<file path="src/rtl/ivt_pkg.sv">
package ivt_pkg;

    typedef enum logic [1:0] {
        ST_IDLE  = 2'd0,
        ST_COUNT = 2'd1,
        ST_WRAP  = 2'd2
    } ivt_state_e;

    // word offsets that software decodes
    localparam int OFS_STATUS = 0;
    localparam int OFS_CTRL   = 1;
    localparam int OFS_PERIOD = 2;

    // status bits
    localparam int STS_TO  = 0;
    localparam int STS_RUN = 1;

    // control bits
    localparam int CTL_IEN  = 0;
    localparam int CTL_CONT = 1;
    localparam int CTL_GO   = 2;
    localparam int CTL_HALT = 3;

endpackage

</file>
<file path="src/rtl/ivt_ctl_regs.sv">
module ivt_ctl_regs
    import ivt_pkg::*;
#(
    parameter int CNT_W  = 32,
    parameter int BUS_W  = 16,
    parameter int ADDR_W = 3
) (
    input  logic              clk,
    input  logic              rst_n,
    input  logic              wr_en,
    input  logic [ADDR_W-1:0] wr_addr,
    input  logic [BUS_W-1:0]  wr_data,
    input  logic              hit_zero,
    output logic              ien_q,
    output logic              cont_q,
    output logic              timeout_q,
    output logic [CNT_W-1:0]  per_q,
    output logic [CNT_W-1:0]  per_nx,
    output logic              per_load,
    output logic              go_req,
    output logic              halt_req
);
    localparam int NHALF = CNT_W / BUS_W;

    logic             ctl_wr;
    logic             sts_wr;
    logic [NHALF-1:0] half_sel;

    assign ctl_wr = wr_en && (wr_addr == ADDR_W'(OFS_CTRL));
    assign sts_wr = wr_en && (wr_addr == ADDR_W'(OFS_STATUS));

    genvar g;
    generate
        for (g = 0; g < NHALF; g++) begin : g_half
            assign half_sel[g] = wr_en && (wr_addr == ADDR_W'(OFS_PERIOD + g));
            assign per_nx[g*BUS_W +: BUS_W] =
                half_sel[g] ? wr_data : per_q[g*BUS_W +: BUS_W];
        end
    endgenerate

    assign per_load = |half_sel;
    assign go_req   = ctl_wr && wr_data[CTL_GO];
    assign halt_req = ctl_wr && wr_data[CTL_HALT];

    always_ff @(posedge clk) begin
        if (!rst_n) begin
            ien_q     <= 1'b0;
            cont_q    <= 1'b0;
            timeout_q <= 1'b0;
            per_q     <= '0;
        end else begin
            per_q <= per_nx;
            if (ctl_wr) begin
                ien_q  <= wr_data[CTL_IEN];
                cont_q <= wr_data[CTL_CONT];
            end
            if (hit_zero) begin
                timeout_q <= 1'b1;
            end else if (sts_wr && !wr_data[STS_TO]) begin
                timeout_q <= 1'b0;
            end
        end
    end

endmodule

</file>
<file path="src/rtl/ivt_count_fsm.sv">
module ivt_count_fsm
    import ivt_pkg::*;
#(
    parameter int CNT_W = 32
) (
    input  logic             clk,
    input  logic             rst_n,
    input  logic             go_req,
    input  logic             halt_req,
    input  logic             per_load,
    input  logic [CNT_W-1:0] load_val,
    input  logic [CNT_W-1:0] per_q,
    input  logic             cont_q,
    output ivt_state_e       state_q,
    output logic [CNT_W-1:0] cnt_q,
    output logic             running,
    output logic             hit_zero
);
    localparam logic [CNT_W-1:0] ONE = CNT_W'(1);

    ivt_state_e       state_d;
    logic [CNT_W-1:0] cnt_d;
    logic             at_end;

    assign at_end = (cnt_q <= ONE);

    // state register and count register
    always_ff @(posedge clk) begin
        if (!rst_n) begin
            state_q <= ST_IDLE;
            cnt_q   <= '0;
        end else begin
            state_q <= state_d;
            cnt_q   <= cnt_d;
        end
    end

    // next state
    always_comb begin
        state_d = state_q;
        if (per_load) begin
            state_d = ST_IDLE;
        end else begin
            unique case (state_q)
                ST_IDLE:  if (go_req && !halt_req) state_d = ST_COUNT;
                ST_COUNT: begin
                    if (halt_req)    state_d = ST_IDLE;
                    else if (at_end) state_d = cont_q ? ST_WRAP : ST_IDLE;
                end
                ST_WRAP:  state_d = halt_req ? ST_IDLE : ST_COUNT;
                default:  state_d = ST_IDLE;
            endcase
        end
    end

    // outputs: count update and zero event
    always_comb begin
        cnt_d    = cnt_q;
        hit_zero = 1'b0;
        if (per_load) begin
            cnt_d = load_val;
        end else begin
            unique case (state_q)
                ST_IDLE:  cnt_d = cnt_q;
                ST_COUNT: begin
                    if (!halt_req) begin
                        if (at_end) begin
                            cnt_d    = '0;
                            hit_zero = 1'b1;
                        end else begin
                            cnt_d = cnt_q - ONE;
                        end
                    end
                end
                ST_WRAP:  if (!halt_req) cnt_d = per_q;
                default:  cnt_d = cnt_q;
            endcase
        end
    end

    assign running = (state_q != ST_IDLE);

endmodule

</file>
<file path="src/rtl/ivt_snap.sv">
module ivt_snap #(
    parameter int CNT_W     = 32,
    parameter int ADDR_W    = 3,
    parameter int SNAP_BASE = 4
) (
    input  logic              clk,
    input  logic              rst_n,
    input  logic              wr_en,
    input  logic [ADDR_W-1:0] wr_addr,
    input  logic [CNT_W-1:0]  cnt_q,
    output logic [CNT_W-1:0]  snap_q
);
    logic cap;

    assign cap = wr_en && (wr_addr == ADDR_W'(SNAP_BASE));

    always_ff @(posedge clk) begin
        if (!rst_n) begin
            snap_q <= '0;
        end else if (cap) begin
            snap_q <= cnt_q;
        end
    end

endmodule

</file>
<file path="src/rtl/ivt_timer.sv">
module ivt_timer
    import ivt_pkg::*;
#(
    parameter int CNT_W  = 32,
    parameter int BUS_W  = 16,
    parameter int ADDR_W = 3
) (
    input  logic              clk,
    input  logic              rst_n,
    input  logic              bus_wr,
    input  logic [ADDR_W-1:0] bus_addr,
    input  logic [BUS_W-1:0]  bus_wdata,
    output logic [BUS_W-1:0]  bus_rdata,
    output logic              irq_o
);
    localparam int NHALF     = CNT_W / BUS_W;
    localparam int SNAP_BASE = OFS_PERIOD + NHALF;

    logic             ien_q;
    logic             cont_q;
    logic             timeout_q;
    logic [CNT_W-1:0] per_q;
    logic [CNT_W-1:0] per_nx;
    logic             per_load;
    logic             go_req;
    logic             halt_req;
    ivt_state_e       state_q;
    logic [CNT_W-1:0] cnt_q;
    logic             running;
    logic             hit_zero;
    logic [CNT_W-1:0] snap_q;

    ivt_ctl_regs #(.CNT_W(CNT_W), .BUS_W(BUS_W), .ADDR_W(ADDR_W)) u_regs (
        .clk       (clk),
        .rst_n     (rst_n),
        .wr_en     (bus_wr),
        .wr_addr   (bus_addr),
        .wr_data   (bus_wdata),
        .hit_zero  (hit_zero),
        .ien_q     (ien_q),
        .cont_q    (cont_q),
        .timeout_q (timeout_q),
        .per_q     (per_q),
        .per_nx    (per_nx),
        .per_load  (per_load),
        .go_req    (go_req),
        .halt_req  (halt_req)
    );

    ivt_count_fsm #(.CNT_W(CNT_W)) u_fsm (
        .clk      (clk),
        .rst_n    (rst_n),
        .go_req   (go_req),
        .halt_req (halt_req),
        .per_load (per_load),
        .load_val (per_nx),
        .per_q    (per_q),
        .cont_q   (cont_q),
        .state_q  (state_q),
        .cnt_q    (cnt_q),
        .running  (running),
        .hit_zero (hit_zero)
    );

    ivt_snap #(.CNT_W(CNT_W), .ADDR_W(ADDR_W), .SNAP_BASE(SNAP_BASE)) u_snap (
        .clk     (clk),
        .rst_n   (rst_n),
        .wr_en   (bus_wr),
        .wr_addr (bus_addr),
        .cnt_q   (cnt_q),
        .snap_q  (snap_q)
    );

    always_comb begin
        bus_rdata = '0;
        if (bus_addr == ADDR_W'(OFS_STATUS)) begin
            bus_rdata[STS_TO]  = timeout_q;
            bus_rdata[STS_RUN] = running;
        end else if (bus_addr == ADDR_W'(OFS_CTRL)) begin
            bus_rdata[CTL_IEN]  = ien_q;
            bus_rdata[CTL_CONT] = cont_q;
        end
        for (int i = 0; i < NHALF; i++) begin
            if (bus_addr == ADDR_W'(OFS_PERIOD + i)) bus_rdata = per_q[i*BUS_W +: BUS_W];
            if (bus_addr == ADDR_W'(SNAP_BASE + i))  bus_rdata = snap_q[i*BUS_W +: BUS_W];
        end
    end

    assign irq_o = ien_q & timeout_q;

endmodule

</file>
<file path="config.mk">
export PLATFORM = sky130hd
export DESIGN_NAME = ivt_timer
export DESIGN_NICKNAME = d
export VERILOG_FILES = /design/src/rtl/ivt_pkg.sv /design/src/rtl/ivt_ctl_regs.sv /design/src/rtl/ivt_count_fsm.sv /design/src/rtl/ivt_snap.sv /design/src/rtl/ivt_timer.sv
export SDC_FILE = /design/constraint.sdc
export NUM_CORES = 1
export LEC_CHECK = 0
export BUFFER_PORTS_ARGS = -buffer_cell sky130_fd_sc_hd__buf_4
export CORE_ASPECT_RATIO = 1.1
export CORE_MARGIN = 1.5
export CORE_UTILIZATION = 60
export DETAILED_ROUTE_END_ITERATION = 12
export MAX_ROUTING_LAYER = met4
export PLACE_DENSITY_LB_ADDON = 0.2
export SLEW_MARGIN = 20
export SYNTH_ARGS = -nofsm -noshare
export SYNTH_HDL_FRONTEND = slang
export SYNTH_SLANG_ARGS = --single-unit
</file>
<file path="constraint.sdc">
create_clock -name clk -period 5.2 [get_ports clk]
set_input_delay 1.56 -clock clk [delete_from_list [all_inputs] [get_ports clk]]
set_output_delay 1.56 -clock clk [all_outputs]
set_load 0.01 [all_outputs]
</file>
==> results.yml, run 1 <==
synthesis:
  yosysUniqueCellTypes: 69
  syn_nets: 803
  synth-seq-cells: 101
  ys_top_cells_by_count: "nand2_1 (163), a21oi_1 (101), dfxtp_1 (101), mux2i_1 (52), clkbuf_1 (49)"
  synth_edf_count: 0
  synthCells: 775
  synth_area_leaders: "dfxtp_1 (34%), nand2_1 (10%), mux2i_1 (8.8%)"
  synth.most_common_cell: "nand2_1"
  synth_top_flop_cell: "dfxtp_1"
  synth_top_area_cell: "dfxtp_1"
  avgSynthCellArea_um2: 7.632
  yosysSeqAreaShare: 0.3419
  yosysWarnings: 0
  syn_area_um2: 5914
  async_reset_ff_frac: 0
  synth_top_area_share: 0.3419
global_route:
  grt_pass1_wl_um: 30370
  grt_max_degree: 62
  globalRouteTotalUtil: 0.3844
  grt-ovfl-total: 0
  grt_antenna_before_repair: 0
  grt_pass1_vias: 5694
pwr:
  power.share.clock: 0.265
  seq_power_share: 0.451
  intPower_mw: 1.258
  power_mw: 1.975
  p_leak_nw: 2.401
  ir_drop_uv: 177.9
  pwr-share-comb: 0.285
  p_sw_mw: 0.7164
  power_switching_share: 0.3628
  powerDensity_nw_per_um2: 304.3
die:
  rows: 37
  ios: 39
  core_area_um2: 9490
  start_util: 0.6232
  die_h_um: 107.1
  fp.dieW_um: 97.67
  dieArea_um2: 10460
layout:
  n_antenna_cell: 0
  area_delta_synth_final_pct: 9.710
  nNetsFinal: 815
  drive_gt1_frac: 0.1250
  fillers: 840
setup_path:
  crit_type: "primary input to output port"
  reg2reg_depth: 6
  cpMostUsedCell: "buf_4"
  cp-end-kind: "output port"
  cp_slowest_cell: "buf_4"
  worst-path-buf-inv: 3
  path_max_fanout: 50
  critPathMaxStageDelay_ns: 0.55
  cp_top_family: "buffers and inverters"
  path_cells: "buf_4 -> inv_1 -> nor2_1 -> a221oi_1 -> a21oi_1 -> buf_4"
  path_depth: 6
  cp.arrival_ns: 3.01
  cp.required_ns: 3.64
  start_kind: "primary input"
sta:
  setup_viol_count_final: 0
  worst_pin_slew_ns: 1.113
  timing.fmax_mhz: 218.9
  finalClockSkew_ns: 0.01257
  grt_setup_unrepaired: "no"
  finalHoldViolations: 0
  layout_min_cycle_time_ns: 4.569
  finalCritPeriodShare: 0.8786
  slew_violations: 0
  slew_headroom: 0.2581
  setup_tns_ns: 0
routing:
  drtPass1Iterations: 6
  via_count: 6201
  ant_nets: 0
  wl_per_cell_um: 21.65
  routed_wl_um: 19680
  drt_iter0_markers: 641
  avgViaCountPerCell: 6.822
  drc: 0
run_status:
  status: "complete, no violations"
clock_network:
  path_clk_slew_ns: 0.09
  post-cts-setup-buffers: 0
  clk_path_buf_depth: 2
  cts_sinks: 101
  cts_hold_buf: 0
  insertion_delay_ns: 0.39
  cts_buffers: 9
  cts_tree: "done"
  cts-resized-gates: 0
  cts_root_buf: "clkbuf_8"
  h-tree-depth: 3
worst_hold_path:
  hp-class: "flop to flop"
  min_path_cells: 2
place:
  portBuffers: 38
  gp_congestion: 0.9711
  hpwl_um: 13730
flow_run:
  cap_violations: 0
==> cell type report <==
type / instances / area, µm² / area share
tap: 117 / 146.4 / 0.02256
clock inverter: 7 / 75.07 / 0.01157
multi-input combinational: 599 / 3611 / 0.5565
clock buffer: 9 / 123.9 / 0.01909
inverter: 16 / 60.06 / 0.009256
timing repair buffer: 60 / 450.4 / 0.06942
sequential: 101 / 2022 / 0.3116
==> logic make-up (layout without fill, tap and decap cells) <==
family / count (synthesis) / in the layout / synth area share
mux: 60 / 60 / 0.1032
fa+ha+maj: 6 / 6 / 0.01269
xor+xnor: 14 / 14 / 0.02073
simple gates: 287 / 287 / 0.2302
compound gates: 232 / 232 / 0.2429
flops: 101 / 101 / 0.3419
buf+inv: 75 / 92 / 0.04844
==> routing by layer <==
layer / GRT usage / part of all wire / vias up
met5: - / 0 / -
met4: 0.1378 / 0.024 / 0
met3: 0.08735 / 0.13 / 50
met2: 0.5461 / 0.43 / 407
met1: 0.5364 / 0.41 / 2883
li1: - / - / 2861
==> worst min-delay path: cells and delay by family (launching register included) <==
family          cells  cell delay (ns)
flops               1             0.32
simple gates        1             0.05
compound gates      1             0.05
==> layout by cell type, fill, tap and decap left out, drive strengths merged, types with 12 or more instances in the layout <==
cell type	n
nand2	163
o21ai	29
o22ai	27
nor3	16
mux2i	52
buf	60
a21oi	101
nand3	15
a31oi	12
nor2	23
dfxtp	101
inv	17
nor4	14
==> power groups by stage <==
stage	Clock [mW]	Combinational, mW	Sequential (mW)
CTS	0.523	0.545	0.885
finish	0.523	0.562	0.890
floorplan	0	0.408	0.867
detailed placement	0	0.541	0.902
global route	0.552	0.603	0.893
global placement	0	0.533	0.901
==> flip-flops by register name, indices dropped and copies added (netlist names) <==
register and flops:
u_regs.ien_q 1, u_regs.cont_q 1, u_snap.snap_q 32, u_fsm.cnt_q 32
u_fsm.state_q 2, u_regs.per_q 32, u_regs.timeout_q 1
==> final timing paths <==
check / from / to / slack (ns)
worst min register to register: u_snap.snap_q[6] / u_snap.snap_q[6] / 0.46
worst max register to register: u_fsm.cnt_q[18] / u_fsm.cnt_q[11] / 2.10
worst min-delay path: u_snap.snap_q[6] / u_snap.snap_q[6] / 0.46
worst max-delay path: bus_addr[0] / bus_rdata[1] / 0.63
==> per-stage QoR <==
step | instances | area [µm²] | hold WS [ns] | utilization | setup slack [ns]
4_1_cts | 909 | 6489 | 0.4601 | 0.6837 | 0.6477
3_5_place_dp | 893 | 6290 | 0.4473 | 0.6628 | 0.6599
3_3_place_gp | 893 | 6290 | 0.4415 | 0.6628 | 0.7571
5_1_grt | 909 | 6489 | 0.4817 | 0.6837 | 0.5002
6_report | 909 | 6489 | 0.4590 | 0.6837 | 0.6314
2_1_floorplan | 775 | 5914 | 0.4332 | - | 0.3870
Note: power is estimated with default switching activity, not from simulation.
==> run 2, diff against run 1 <==
==> constraint.sdc (replaced) <==
create_clock -name clk -period 5.2 [get_ports clk]
set_input_delay 1.04 -clock clk [delete_from_list [all_inputs] [get_ports clk]]
set_output_delay 1.04 -clock clk [all_outputs]
set_load 0.01 [all_outputs]
==> run 2 against run 1 <==
  * Worst setup slack gained 0.93 ns
  * Sequential power is 0.6% lower
  * First-iteration DRC count increased by 5.0%
  * Combinational power is 0.7% lower
  * Clock-buffer cell count grew 1
  * Worst hold slack got worse by 0.00097 ns
  * Clock power grew 5.9%
  * Design area fell by 0.48%
  * Largest power group unchanged
==> results.yml, run 2 (synthesis gave the netlist of run 1 again) <==
run_status:
  status: "complete, no violations"
setup_path:
  crit_type: "primary input to output port"
  r2r-start: "u_fsm.state_q[0]"
  path_max_fanout: 18
  reg2reg_depth: 9
  cp.arrival_ns: 2.60
  r2r_end: "u_fsm.cnt_q[25]"
  cp.required_ns: 4.16
  rrSetupSlack_ns: 2.13
  start_kind: "primary input"
  cp-end-kind: "output port"
layout:
  drive_gt1_frac: 0.1172
  final_common_cell: "nand2_1"
  nNetsFinal: 809
  fin_util: 0.6804
  final_cell_mix: "nand2_1 (163), a21oi_1 (101), dfxtp_1 (101)"
  n_antenna_cell: 0
  reg_top3: "u_fsm.cnt_q: 32 flops, u_regs.per_q: 32 flops, u_snap.snap_q: 32 flops"
  area_delta_synth_final_pct: 9.181
  fillers: 853
routing:
  wl_met3_um: 2451
  wirelength_met1_um: 8032
  wl_per_cell_um: 21.11
  dr_wl_met2_um: 7975
  drc: 0
  ant_nets: 0
  avgViaCountPerCell: 6.864
  drt_iter0_markers: 673
  topRoutingLayerUsed: "met4"
  via_count: 6191
  drtPass1Iterations: 5
  routed_wl_um: 19040
sta:
  layout_min_cycle_time_ns: 3.639
  finalClockSkew_ns: 0.01313
  grt_setup_unrepaired: "no"
  finalHoldViolations: 0
  setup_viol_count_final: 0
  finalCritPeriodShare: 0.6998
  slew_violations: 0
  setup_tns_ns: 0
  slew_headroom: 0.2714
  worst_pin_slew_ns: 1.091
  holdWs_ns: 0.4581
  timing.fmax_mhz: 274.8
place:
  portBuffers: 38
  gp_congestion: 1.047
  hpwl_um: 13060
clock_network:
  insertion_delay_ns: 0.38
  path_clk_slew_ns: 0.09
  cts_root_buf: "clkbuf_8"
  cts-resized-gates: 0
  post-cts-setup-buffers: 0
  h-tree-depth: 3
  clk_path_buf_depth: 2
  cts_hold_buf: 0
  cts_sinks: 101
  cts_tree: "done"
  cts_buffers: 9
pwr:
  seq_power_share: 0.443
  intPower_mw: 1.309
  p_sw_mw: 0.6879
  ir_drop_uv: 163.8
  pwr-share-comb: 0.279
  power.share.clock: 0.277
  p_leak_nw: 2.386
  power_switching_share: 0.3445
  powerDensity_nw_per_um2: 309.2
die:
  dieArea_um2: 10460
  rows: 37
  start_util: 0.6232
  fp.dieW_um: 97.67
  die_h_um: 107.1
  core_area_um2: 9490
  ios: 39
global_route:
  grt_max_degree: 56
  globalRouteTotalUtil: 0.3755
  grt_pass1_vias: 5620
  grt_antenna_before_repair: 0
  grt-ovfl-total: 0
  grt_pass1_wl_um: 29780
worst_hold_path:
  min_from: "u_snap.snap_q[10]"
  hp-class: "flop to flop"
  min_path_cells: 2
  min_to: "u_snap.snap_q[10]"
flow_run:
  cap_violations: 0
==> run 2: power groups by stage <==
| stage | logic [mW] | clock network [mW] | registers (mW) |
|---|---|---|---|
| floorplan | 0.408 | 0 | 0.867 |
| global placement | 0.531 | 0 | 0.898 |
| detailed placement | 0.538 | 0 | 0.899 |
| CTS | 0.542 | 0.554 | 0.880 |
| global route | 0.601 | 0.583 | 0.890 |
| finish | 0.558 | 0.554 | 0.885 |
==> run 2: cell type report <==
class | count | area, µm² | area share
Multi-Input combinational cell | 599 | 3611 | 0.5592
Clock buffer | 10 | 137.6 | 0.02131
Inverter | 16 | 60.06 | 0.009301
Clock inverter | 5 | 75.07 | 0.01163
Sequential cell | 101 | 2022 | 0.3131
Tap cell | 117 | 146.4 | 0.02267
Timing Repair Buffer | 54 | 405.4 | 0.06278
==> run 2: critical path, cell delays in order <==
cell,delay [ns]
buf_4,0.16
nand2b_1,0.63
o21ai_0,0.27
a221oi_1,0.27
a21oi_1,0.07
buf_4,0.15
==> run 2: how the worst max path moves through the flow <==
stage	to	depth (start not counted)	startpoint	slack [ns]
after detailed placement	bus_rdata[7]	5	bus_addr[0]	1.61
after global placement	bus_rdata[7]	5	bus_addr[0]	1.68
after global routing	bus_rdata[0]	6	bus_addr[1]	1.36
after CTS	bus_rdata[7]	5	bus_addr[0]	1.61
after floorplan	bus_rdata[1]	7	bus_addr[0]	1.43
final	bus_rdata[0]	6	bus_addr[1]	1.56
==> run 2: metrics by stage <==
stage	cells	power, mW	instance area, µm²	setup WS [ns]
finish	902	1.997	6457	1.561
global route	902	2.073	6457	1.359
CTS	902	1.977	6457	1.608
detailed placement	887	1.437	6245	1.607
global placement	887	1.429	6245	1.681
floorplan	775	1.275	5914	1.427
==> run 2: metal layers <==
metal  track usage  vias to the layer above
met5             -                        -
met4        0.1378                        0
met3       0.08018                       66
met2        0.5303                      392
met1        0.5294                     2878
li1              -                     2855
==> run 3, diff against run 2 <==
--- a/config.mk
+++ b/config.mk
@@ -8,7 +8,7 @@
 export BUFFER_PORTS_ARGS = -buffer_cell sky130_fd_sc_hd__buf_4
 export CORE_ASPECT_RATIO = 1.1
 export CORE_MARGIN = 1.5
-export CORE_UTILIZATION = 60
+export CORE_UTILIZATION = 55
 export DETAILED_ROUTE_END_ITERATION = 12
 export MAX_ROUTING_LAYER = met4
 export PLACE_DENSITY_LB_ADDON = 0.2
==> constraint.sdc (replaced) <==
create_clock -name clk -period 3.3 [get_ports clk]
set_input_delay 0.66 -clock clk [delete_from_list [all_inputs] [get_ports clk]]
set_output_delay 0.66 -clock clk [all_outputs]
set_load 0.01 [all_outputs]
==> run 3 against run 2 <==
  * Clock-buffer cell count increased by 1
  * Clock power increased by 95%
  * Design area increased by 3.6%
  * Wire length increased by 4.6%
  * Die area increased by 8.8%
  * Critical path type unchanged
  * Critical endpoint is now bus_rdata[14]
  * Largest cell class unchanged
  * Register-to-register slack got worse by 1.4 ns
  * Sequential share of layout area decreased by 1.1 points
  * Via count decreased by 0.42%
==> results.yml, run 3 (synthesis gave the netlist of run 1 again) <==
clock_network:
  post-cts-setup-buffers: 0
  cts_tree: "done"
  h-tree-depth: 3
  insertion_delay_ns: 0.35
  cts_sinks: 101
  cts_root_buf: "clkbuf_16"
  cts_hold_buf: 0
  cts-resized-gates: 0
  cts_buffers: 9
  clk_path_buf_depth: 2
  path_clk_slew_ns: 0.07
place:
  placed_cells: 928
  gp_congestion: 1.024
  post_dp_cell_area_um2: 6390
  portBuffers: 38
  hpwl_um: 14000
sta:
  setup_tns_ns: 0
  grt_setup_unrepaired: "no"
  finalClockSkew_ns: 0.008900
  worst_pin_slew_ns: 0.7972
  setup_viol_count_final: 0
  finalHoldViolations: 0
  layout_min_cycle_time_ns: 2.791
  slew_headroom: 0.4649
  slew_violations: 0
  finalCritPeriodShare: 0.8457
  timing.fmax_mhz: 358.3
routing:
  wl_per_cell_um: 21.10
  routed_wl_um: 19920
  drtPass1Iterations: 6
  via_count: 6165
  drc: 0
  avgViaCountPerCell: 6.531
  ant_nets: 0
  drt_iter0_markers: 944
die:
  start_util: 0.5664
  die_h_um: 111.8
  rows: 39
  ios: 39
  fp.dieW_um: 101.9
  dieArea_um2: 11390
  core_area_um2: 10440
layout:
  drive_gt1_frac: 0.1336
  n_antenna_cell: 0
  reg_top3: "u_fsm.cnt_q: 32 flops, u_regs.per_q: 32 flops, u_snap.snap_q: 32 flops"
  area_delta_synth_final_pct: 13.12
  fin_cells: 944
  nNetsFinal: 824
  final_common_cell: "nand2_1"
  fillers: 994
  fin_area_um2: 6690
  final_cell_mix: "nand2_1 (163), a21oi_1 (101), dfxtp_1 (101)"
setup_path:
  cp.arrival_ns: 2.13
  r2r-start: "u_fsm.cnt_q[18]"
  rrSetupSlack_ns: 0.75
  path_max_fanout: 33
  r2r_end: "u_fsm.cnt_q[29]"
  start_kind: "primary input"
  crit_type: "primary input to output port"
  startpoint: "bus_addr[0]"
  critPathCapture: "bus_rdata[14]"
  cp.required_ns: 2.64
  cp-end-kind: "output port"
  reg2reg_depth: 5
pwr:
  ir_drop_uv: 372.3
  powerDensity_nw_per_um2: 509.2
  power_mw: 3.406
  p_leak_nw: 2.496
run_status:
  status: "complete, no violations"
global_route:
  grt-ovfl-total: 0
  grt_max_degree: 34
  grt_antenna_before_repair: 0
  grt_pass1_wl_um: 31280
  globalRouteTotalUtil: 0.3670
  grt_pass1_vias: 5737
flow_run:
  cap_violations: 0
worst_hold_path:
  hp-class: "flop to flop"
-- run 3: power breakdown --
group          leakage, nW  internal [mW]  switching [mW]  total, mW
Clock                0.150          0.611           0.472       1.08
Combinational         1.53          0.371           0.551      0.923
Sequential           0.819           1.28           0.118       1.40
-- run 3: critical path: stages --
cell and delay, ns:
buf_4 0.31, buf_4 0.53, mux2i_1 0.30, o22ai_1 0.10, buf_4 0.17
-- run 3: per-stage QoR --
step | util | hold slack, ns | setup WS [ns]
floorplan | - | 0.4332 | 0.2870
global placement | 0.6119 | 0.4422 | 0.6170
detailed placement | 0.6119 | 0.4456 | 0.5452
CTS | 0.6407 | 0.4548 | 0.5396
global route | 0.6407 | 0.4759 | 0.4684
finish | 0.6407 | 0.4546 | 0.5092
-- run 3: layout make-up --
type	instances	area [µm²]	share of cell area
multi-input cells	599	3611	0.5397
clock buffers	11	242.7	0.03628
inverters	16	60.06	0.008977
well taps	143	178.9	0.02674
clock inverters	5	57.56	0.008603
flip-flops and latches	101	2022	0.3022
repair buffers	69	518.0	0.07743
-- run 3: worst min-delay path by stage --
stage | from | to | slack (ns) | depth (start not counted)
6_report | u_snap.snap_q[2] | u_snap.snap_q[2] | 0.45 | 2
5_1_grt | u_snap.snap_q[19] | u_snap.snap_q[19] | 0.48 | 2
4_1_cts | u_snap.snap_q[13] | u_snap.snap_q[13] | 0.45 | 2
3_5_place_dp | u_snap.snap_q[13] | u_snap.snap_q[13] | 0.45 | 2
3_3_place_gp | u_snap.snap_q[15] | u_snap.snap_q[15] | 0.44 | 2
2_1_floorplan | u_snap.snap_q[16] | u_snap.snap_q[16] | 0.43 | 2
-- run 3: layer usage --
metal  track usage  routed length [µm]
met2        0.5058                8548
met4        0.1151                 459
met3        0.1061                2365
met5             -                   0
met1        0.5157                8546
